$ cat src/rtl/fdc_host_pkg.sv
package fdc_host_pkg;

  typedef enum logic [1:0] {
    ST_IDLE,
    ST_RDATA,
    ST_RSYNC,
    ST_WDATA
  } busSt_t;

  // Strobes from control to datapath
  typedef struct packed {
    logic loadCtl;
    logic clearCtl;
    logic capRd;
    logic zeroRd;
    logic loadWr;
  } hostStb_t;

  localparam logic [1:0] OFS_DATA  = 2'd0;
  localparam logic [1:0] OFS_SYNC  = 2'd1;
  localparam logic [1:0] OFS_READ  = 2'd2;
  localparam logic [1:0] OFS_WRITE = 2'd3;

endpackage

$ cat src/rtl/fdc_host_ctrl.sv
module fdc_host_ctrl
  import fdc_host_pkg::*;
#(
  parameter int unsigned IDLE_CYC = 750_000_000,
  parameter int unsigned OFF_CYC  = 25_000
) (
  input  logic       clk,
  input  logic       rstN,
  input  logic       ioStb,
  input  logic       ioWr,
  input  logic [1:0] portOfs,
  input  logic       rdValid,
  input  logic       syncHit,
  input  logic       wrReady,
  input  logic       sectorMark,
  input  logic       motorKick,
  output hostStb_t   stb,
  output logic       cpuWait,
  output logic       rdReady,
  output logic       wrValid,
  output logic       readGate,
  output logic       writeGate,
  output logic       motorOn,
  output logic       motorIdle
);

  localparam int unsigned LIMIT = IDLE_CYC + OFF_CYC;
  localparam int unsigned CNT_W = $clog2(LIMIT + 1);
  localparam logic [CNT_W-1:0] LAST_CNT = CNT_W'(LIMIT - 1);
  localparam logic [CNT_W-1:0] IDLE_CNT = CNT_W'(IDLE_CYC);

  busSt_t state, stateNext;
  logic rdFlag, wrFlag, markQ, markRise;
  logic accept, setRd, clrRd, setWr;
  logic rdTake, syncTake, wrTake, offEvt;
  logic [CNT_W-1:0] idleCnt;

  assign accept   = ioStb && (state == ST_IDLE);
  assign setRd    = accept && ioWr && (portOfs == OFS_READ);
  assign clrRd    = accept && !ioWr && (portOfs == OFS_READ);
  assign setWr    = accept && ioWr && (portOfs == OFS_WRITE);
  assign markRise = sectorMark && !markQ;

  assign rdReady  = (state == ST_RDATA) && rdFlag;
  assign rdTake   = rdReady && rdValid;
  assign syncTake = (state == ST_RSYNC) && rdFlag && syncHit;
  assign wrValid  = (state == ST_WDATA) && wrFlag;
  assign wrTake   = wrValid && wrReady;

  assign offEvt    = motorOn && !motorKick && (idleCnt == LAST_CNT);
  assign motorIdle = motorOn && (idleCnt >= IDLE_CNT);

  always_comb begin
    stateNext = state;
    unique case (state)
      ST_IDLE: if (accept && (portOfs == OFS_DATA))
                 stateNext = ioWr ? ST_WDATA : ST_RDATA;
               else if (accept && !ioWr && (portOfs == OFS_SYNC))
                 stateNext = ST_RSYNC;
      ST_RDATA: if (rdTake)   stateNext = ST_IDLE;
      ST_RSYNC: if (syncTake) stateNext = ST_IDLE;
      ST_WDATA: if (wrTake)   stateNext = ST_IDLE;
      default:  stateNext = ST_IDLE;
    endcase
  end

  always_comb begin
    stb.loadCtl  = accept && ioWr && (portOfs == OFS_SYNC);
    stb.loadWr   = accept && ioWr && (portOfs == OFS_DATA);
    stb.zeroRd   = clrRd;
    stb.capRd    = rdTake || syncTake;
    stb.clearCtl = offEvt;
  end

  always_ff @(posedge clk) begin
    if (!rstN) begin
      state   <= ST_IDLE;
      cpuWait <= 1'b0;
      rdFlag  <= 1'b0;
      wrFlag  <= 1'b0;
      markQ   <= 1'b0;
    end else begin
      state   <= stateNext;
      cpuWait <= (stateNext != ST_IDLE);
      markQ   <= sectorMark;
      if (setRd)                   rdFlag <= 1'b1;
      else if (clrRd || markRise)  rdFlag <= 1'b0;
      if (setWr)                   wrFlag <= 1'b1;
      else if (markRise)           wrFlag <= 1'b0;
    end
  end

  always_ff @(posedge clk) begin
    if (!rstN) begin
      motorOn <= 1'b0;
      idleCnt <= '0;
    end else if (motorKick) begin
      motorOn <= 1'b1;
      idleCnt <= '0;
    end else if (offEvt) begin
      motorOn <= 1'b0;
      idleCnt <= '0;
    end else if (motorOn) begin
      idleCnt <= idleCnt + 1'b1;
    end
  end

  assign readGate  = rdFlag;
  assign writeGate = wrFlag;

  a_r5_mark_clears_rd: assert property (@(posedge clk) disable iff (!rstN)
    (markRise && !setRd) |=> !readGate);
  a_r5_mark_clears_wr: assert property (@(posedge clk) disable iff (!rstN)
    (markRise && !setWr) |=> !writeGate);
  a_r6_read_release: assert property (@(posedge clk) disable iff (!rstN)
    (rdValid && rdReady) |=> !cpuWait);
  a_r8_write_release: assert property (@(posedge clk) disable iff (!rstN)
    (wrValid && wrReady) |=> !cpuWait);
  a_r10_busy_ignores: assert property (@(posedge clk) disable iff (!rstN)
    (cpuWait && ioStb && !markRise) |=> $stable(writeGate));
  a_r11_idle_before_off: assert property (@(posedge clk) disable iff (!rstN)
    $fell(motorOn) |-> $past(motorIdle));

endmodule

$ cat src/rtl/fdc_host_dpath.sv
module fdc_host_dpath
  import fdc_host_pkg::*;
#(
  parameter int unsigned DATA_W = 8
) (
  input  logic              clk,
  input  logic              rstN,
  input  hostStb_t          stb,
  input  logic [DATA_W-1:0] ioWdata,
  input  logic [DATA_W-1:0] rdByte,
  output logic [DATA_W-1:0] ioRdata,
  output logic [DATA_W-1:0] wrByte,
  output logic [1:0]        drvSel,
  output logic              stepPulse,
  output logic              stepDir,
  output logic              sideSel
);

  localparam int unsigned SEL_A_B = 0;
  localparam int unsigned SEL_B_B = 1;
  localparam int unsigned STEP_B  = 4;
  localparam int unsigned DIR_B   = 5;
  localparam int unsigned SIDE_B  = 6;

  logic [DATA_W-1:0] ctlReg, rdReg, wrReg;

  always_ff @(posedge clk) begin
    if (!rstN) begin
      ctlReg <= '0;
      rdReg  <= '0;
      wrReg  <= '0;
    end else begin
      if (stb.clearCtl)     ctlReg <= '0;
      else if (stb.loadCtl) ctlReg <= ioWdata;
      if (stb.capRd)        rdReg  <= rdByte;
      else if (stb.zeroRd)  rdReg  <= '0;
      if (stb.loadWr)       wrReg  <= ioWdata;
    end
  end

  // Both select bits set means no drive selected
  assign drvSel    = {ctlReg[SEL_B_B] && !ctlReg[SEL_A_B],
                      ctlReg[SEL_A_B] && !ctlReg[SEL_B_B]};
  assign stepPulse = ctlReg[STEP_B];
  assign stepDir   = ctlReg[DIR_B];
  assign sideSel   = ctlReg[SIDE_B];
  assign ioRdata   = rdReg;
  assign wrByte    = wrReg;

  a_r9_load_visible: assert property (@(posedge clk) disable iff (!rstN)
    (stb.loadCtl && !stb.clearCtl) |=> (stepPulse == $past(ioWdata[STEP_B])));

endmodule

$ cat src/rtl/fdc_host_port.sv
module fdc_host_port
  import fdc_host_pkg::*;
#(
  parameter int unsigned ADDR_W   = 4,
  parameter int unsigned DATA_W   = 8,
  parameter int unsigned IDLE_CYC = 750_000_000,
  parameter int unsigned OFF_CYC  = 25_000
) (
  input  logic              clk,
  input  logic              rstN,
  input  logic              ioStb,
  input  logic              ioWr,
  input  logic [ADDR_W-1:0] ioAddr,
  input  logic [DATA_W-1:0] ioWdata,
  output logic [DATA_W-1:0] ioRdata,
  output logic              cpuWait,
  input  logic [DATA_W-1:0] rdByte,
  input  logic              rdValid,
  output logic              rdReady,
  input  logic              syncHit,
  output logic [DATA_W-1:0] wrByte,
  output logic              wrValid,
  input  logic              wrReady,
  input  logic              sectorMark,
  output logic              readGate,
  output logic              writeGate,
  input  logic              motorKick,
  output logic              motorOn,
  output logic              motorIdle,
  output logic [1:0]        drvSel,
  output logic              stepPulse,
  output logic              stepDir,
  output logic              sideSel
);

  hostStb_t stb;
  logic [1:0] portOfs;

  // Upper address bits are deliberately left undecoded (aliasing)
  assign portOfs = ioAddr[1:0];

  fdc_host_ctrl #(.IDLE_CYC(IDLE_CYC), .OFF_CYC(OFF_CYC)) u_ctrl (
    .clk(clk), .rstN(rstN), .ioStb(ioStb), .ioWr(ioWr), .portOfs(portOfs),
    .rdValid(rdValid), .syncHit(syncHit), .wrReady(wrReady),
    .sectorMark(sectorMark), .motorKick(motorKick), .stb(stb),
    .cpuWait(cpuWait), .rdReady(rdReady), .wrValid(wrValid),
    .readGate(readGate), .writeGate(writeGate),
    .motorOn(motorOn), .motorIdle(motorIdle)
  );

  fdc_host_dpath #(.DATA_W(DATA_W)) u_dpath (
    .clk(clk), .rstN(rstN), .stb(stb), .ioWdata(ioWdata), .rdByte(rdByte),
    .ioRdata(ioRdata), .wrByte(wrByte), .drvSel(drvSel),
    .stepPulse(stepPulse), .stepDir(stepDir), .sideSel(sideSel)
  );

endmodule

$ cat config.mk
export PLATFORM = sky130hd
export DESIGN_NAME = fdc_host_port
export DESIGN_NICKNAME = d
export VERILOG_FILES = /design/src/rtl/fdc_host_pkg.sv /design/src/rtl/fdc_host_ctrl.sv /design/src/rtl/fdc_host_dpath.sv /design/src/rtl/fdc_host_port.sv
export SDC_FILE = /design/constraint.sdc
export NUM_CORES = 1
export LEC_CHECK = 0
export BUFFER_PORTS_ARGS = -buffer_cell sky130_fd_sc_hd__buf_2
export CAP_MARGIN = 25
export CORE_MARGIN = 3
export CORE_UTILIZATION = 54
export CTS_BUF_LIST = sky130_fd_sc_hd__clkbuf_4 sky130_fd_sc_hd__clkbuf_8 sky130_fd_sc_hd__clkbuf_16
export DETAILED_ROUTE_END_ITERATION = 6
export PLACE_DENSITY_LB_ADDON = 0.05
export SYNTH_ARGS = -nofsm -noshare
export SYNTH_HDL_FRONTEND = slang
export SYNTH_SLANG_ARGS = --single-unit
$ cat constraint.sdc
create_clock -name clk -period 2.26 [get_ports clk]
set_input_delay 0.339 -clock clk [delete_from_list [all_inputs] [get_ports clk]]
set_output_delay 0.339 -clock clk [all_outputs]
set_load 0.05 [all_outputs]
# == After elaboration in Yosys (flattened, before gate mapping) ==
# Index checks and enable logic that the tools add are counted.
# totals
regBits,60
input_bits,29
out_inout_bits,28
elab_cells,73
# op_classes
add_sub_neg,1
order_cmp,1
eq_ne,7
muxes,15
bitwise,1
n_reduce_logical,38
# op_table
cell,count
$add 30x1->30 const B,1
$eq 30x30->1 const B,1
$ge 30x30->1 const B,1
$logic_and 1x1->1,22
$mux 8,2
$mux 2,6
$reduce_bool 2->1,5
$eq 2x2->1 const B,4
$pmux 2 s4,1
$mux 1,6
$logic_not 1->1,5
$eq 2x1->1 const B,2
$logic_not 2->1,2
$reduce_or 3->1,1
$logic_or 1x1->1,2
$reduce_or 2->1,1
$not 1->1,1

# == Longest topological paths before layout ==
# depth
ltp_word,8
ltp_mapped,6
ltp_nobuf,5

# == Hierarchy ==
# Synthesis repeated with hierarchy kept, for this count alone.
# unflattened
cells_unflattened,315
hier_area_um2,2890.3
# by_module_without_submodules
module,n_inst,cells_per_inst,area_per_inst_um2,seq_area_each_um2
fdc_host_ctrl,1,236,2003.2,740.7
fdc_host_dpath,1,79,887.1,420.4

# == Least setup slack after synthesis ==
# No wires, ideal clock.
# synth_path
path_type,reg-to-output
from,register u_ctrl.idleCnt[23]
to,output port motorIdle
arrival_ns,2.414
required_time_ns,1.921
slack_ns,-0.493
stages_incl_launch_ff,5
n_path_buf,0
cell_sequence,dfxtp_1 -> nor4bb_1 -> nand4_1 -> a311o_1 -> a21boi_0
# synth_between
elab_chain_len,2
# synth_lines
element,line_no,rtl
"start, declared",fdc_host_ctrl.sv:36,logic [CNT_W-1:0] idleCnt;
"start signal, assigned",fdc_host_ctrl.sv:104,idleCnt <= idleCnt + 1'b1;
$ge 30x30->1,fdc_host_ctrl.sv:51,assign motorIdle = motorOn && (idleCnt >= IDLE_CNT);
$logic_and 1x1->1,fdc_host_ctrl.sv:51,
"end, declared",fdc_host_port.sv:29,"output logic motorIdle,"
# No other way between the ends.

# == Worst setup path after layout ==
# layout_path
from,register u_ctrl.idleCnt[28]
to,output port motorIdle
# The elaborated chain is that of the path after synthesis.

==> summary.txt <==
Outcome
  • Outcome: finished, final reports clean

Cells and area
  • # fillers: 379
  • Design area: between 3000 and 4000 um^2
  • ANT cells: 0
  • Area Overhead vs Synth: 27.27%
  • Fin nets: around 400
  • Fraction of layout cells with a size suffix above 1: 32.53%

GRT
  • GRT Total Usage: 22.38%
  • Largest net degree at the start of global routing: 27
  • Vias in the first global route: ~2400
  • First-pass GRT wire length: between 10000 and 15000 um
  • Total congestion overflow: 0
  • Initial antenna violation count: 0

Synth
  • Top cells by area, synth: dfxtp_1 (43%), mux2i_1 (5.1%), a21oi_1 (3.5%)
  • Top FF cell, synth: dfxtp_1
  • Library cells used by synthesis: 52
  • Sequential-to-total area share from yosys stat: around 43%
  • Asr flop ratio synth: 0%
  • Yosys top cell area share: between 40% and 50%
  • Mapped Area: 2730 um^2
  • Syn Area/Cell: between 9 and 10 um^2
  • Synth area leader: dfxtp_1
  • Yosys reg bits: 58
  • Syn_nets: 325
  • Mapped Cells: approximately 290
  • Post-synth EDFFs: 0
  • Synthesis Warnings: 0

Timing
  • Final setup TNS: 0 ns
  • RSZ-0062 raised after global routing: false
  • Peak Freq: roughly 460 MHz
  • Final setup fails: 0
  • Max Slew Vio Count: 0
  • Hold violation total from the final report: 0
  • Crit share post-route: 95.39%
  • Setup Skew: about 0.0067 ns
  • Slew HR: 63.41%
  • Min Tclk post-route: 2.156 ns
  • Slew @ Worst Pin: approximately 0.55 ns

Drt
  • Vias: 2491
  • Highest metal used: met4
  • Initial drt markers: 198
  • Post-DRT Antenna Nets: 0
  • Routed len/inst: approximately 14 um
  • Met1 wire length: between 2000 and 3000 um
  • DR pass1 iterations: 4
  • Met2 wire len: approximately 3000 um
  • DR DRC count: 0
  • Via/cell ratio: 5.674
  • Metal3 WL: between 200 and 300 um
  • Routed wire length: between 6000 and 7000 um

Power and ir drop
  • Sw Share: a little over a fifth
  • Seq pwr share: approximately 45%
  • Comb pwr share: under 10%
  • Clock network fraction of total power: 48.2%
  • Net Switching: about 0.50 mW
  • LEAKAGE: roughly 1.4 nW
  • Internal power: 1.799 mW
  • PD cells: around 660 nW/um^2
  • VDD IR max: roughly 0.43 mV

Clock network
  • H-tree levels: 3
  • Clk_lat worst skew: 0.33 ns
  • TritonCTS clock tree: yes
  • Inserted Clock Buffers: 9
  • Sink Count: a little under 60
  • Clock Path Buffers: 2
  • Root Buffer: clkbuf_8
  • Number of hold buffers added after cts: 0
  • CTS clk-pin slew, worst paths: roughly 0.06 ns

Critical path
  • Crit path capture type: primary output
  • Critical path cell sequence: nor4bb_4, nand4_1, a311o_1, a21boi_2, buf_6
  • Crit-path max FO: 5
  • Slowest CP cell: dfxtp_2
  • Crit start category: register
  • CP arrival: about 1.8 ns
  • Worst Path Class, Setup: register to primary output
  • Worst Path Required: 1.92 ns
  • CP max stage delay: about 0.35 ns

Place
  • Gpl congestion: between 0.8 and 0.9
  • Dpl hpwl: about 4500 um
  • I/O Buffers: 54
  • Placement Cell Area: between 3000 and 4000 um^2

Die
  • Die ar.: approximately 6000 um^2
  • Ports: 57
  • Floorplan row count: 25
  • Initial Util: between 50% and 60%
  • Core footprint: 4817 um^2
  • Die height: ~77 um
  • Overall die width: 77.11 um

Flow run
  • Max-Cap Viols: 0

Hold path
  • Hold crit path type: input pin to register
==> metrics by stage <==
step / worst slack, ns / hold WS [ns] / utilization (%) / total power, mW / std cells
global placement: 0.1520 / 0.4579 / 65.90 / 1.213 / 422
CTS: 0.003131 / 0.2016 / 71.51 / 2.327 / 438
detailed placement: 0.09859 / 0.4602 / 65.90 / 1.217 / 422
finish: 0.1042 / 0.2176 / 72.13 / 2.303 / 439
floorplan: 0.1129 / 0.4569 / - / 1.161 / 294
global route: 0.009966 / 0.2075 / 72.13 / 2.384 / 439
==> cells in the final DEF, fill, tap and decap left out, types with 6 or more instances in the layout <==
cell type	count
or3_1	11
mux2i_1	14
o21ai_0	10
a22o_1	8
or4_1	10
xnor2_1	8
dfxtp_2	6
clkbuf_8	12
nor2_1	24
buf_4	17
o31ai_1	8
nor2_2	10
nand2_1	16
nand4_1	8
inv_1	8
a21oi_1	19
nand3_1	12
buf_2	53
dfxtp_1	52
==> synth_stat cells (all sizes together) (2+ instances only) <==
| library cell | n |
|---|---|
| and3 | 3 |
| or4 | 13 |
| mux2i | 14 |
| buf | 3 |
| o21ai | 11 |
| nand2 | 16 |
| o31ai | 9 |
| nor4 | 2 |
| ha | 2 |
| and3b | 3 |
| nand3 | 13 |
| nor3 | 4 |
| nor2 | 34 |
| nand4 | 10 |
| or3 | 13 |
| a22o | 8 |
| inv | 8 |
| o211ai | 3 |
| nand3b | 2 |
| xnor2 | 8 |
| and4 | 2 |
| nor4bb | 2 |
| or4b | 2 |
| nand4b | 2 |
| xor2 | 5 |
| clkbuf | 7 |
| nor2b | 3 |
| dfxtp | 58 |
| a21oi | 19 |
| nor4b | 2 |
| nand2b | 2 |
==> flip-flops by register name, indices dropped and copies added, names as in the netlist <==
signal            count
u_ctrl.writeGate      1
u_ctrl.readGate       1
u_ctrl.idleCnt       30
u_ctrl.state          2
u_dpath.ctlReg        5
u_dpath.wrByte        8
u_ctrl.motorOn        1
u_dpath.ioRdata       8
u_ctrl.markQ          1
u_ctrl.cpuWait        1
==> critical path, delay by kind of cell, from the launching register on <==
family / cells / cell delay, ns
AO/OA/AOI/OAI: 2 / 0.46
AND/OR/NAND/NOR: 2 / 0.51
flip-flops: 1 / 0.35
buffers and inverters: 1 / 0.17
==> final timing paths <==
path / to / slack, ns / start / depth (start not counted)
min: u_dpath.ioRdata[2]$_SDFFE_PN0P_ / 0.22 / rdByte[2] / 2
min reg2reg: u_dpath.ioRdata[0]$_SDFFE_PN0P_ / 0.48 / u_dpath.ioRdata[0]$_SDFFE_PN0P_ / 1
max reg2reg: u_dpath.ctlReg[1]$_SDFFE_PP0P_ / 0.11 / u_ctrl.idleCnt[4]$_SDFFE_PP0P_ / 4
max: motorIdle / 0.10 / u_ctrl.idleCnt[28]$_SDFFE_PP0P_ / 5
==> routing by layer <==
layer  up-vias  GRT usage, %
met2        65         37.28
li1       1245             -
met4         0         11.21
met5         -             0
met1      1168         27.04
met3        13         5.047
==> power by group through the flow <==
stage               sequential [mW]  clock, mW  combinational (mW)
floorplan                      1.10          0              0.0643
global placement               1.07          0               0.146
detailed placement             1.07          0               0.149
CTS                            1.05       1.13               0.149
global route                   1.05       1.18               0.161
finish                         1.05       1.11               0.148
==> final cells by class <==
cell class	count	area, um^2	area share [%]
Clock inverter	4	72.57	2.089
Multi-Input combinational cell	218	1530	44.04
Inverter	8	30.03	0.8642
Tap cell	67	83.83	2.413
Timing Repair Buffer	72	424.2	12.21
Clock buffer	12	165.2	4.753
Sequential cell	58	1169	33.63
==> logic make-up (layout without fill, tap and decap cells) <==
| group | count (synthesis) | count (layout) | synth area share [%] |
|---|---|---|---|
| and+or+nand+nor | 131 | 131 | 29.06 |
| AOI/OAI and AO/OA | 58 | 58 | 15.12 |
| DFF | 58 | 58 | 42.53 |
| buffers and inverters | 18 | 96 | 3.071 |
| muxes | 14 | 14 | 5.133 |
| xor gates and xnor gates | 13 | 13 | 4.171 |
| adders and majority gates | 2 | 2 | 0.9164 |
==> repair_timing <==
| item | 4_1_cts | 5_1_grt |
|---|---|---|
| buffers inserted | 0 | 1 |
| pin swaps | 0 | 5 |
| resized for setup | 5 | 9 |
| endpoints found under the setup margin | 1 | 1 |
Power figures use the tool's default switching activity.
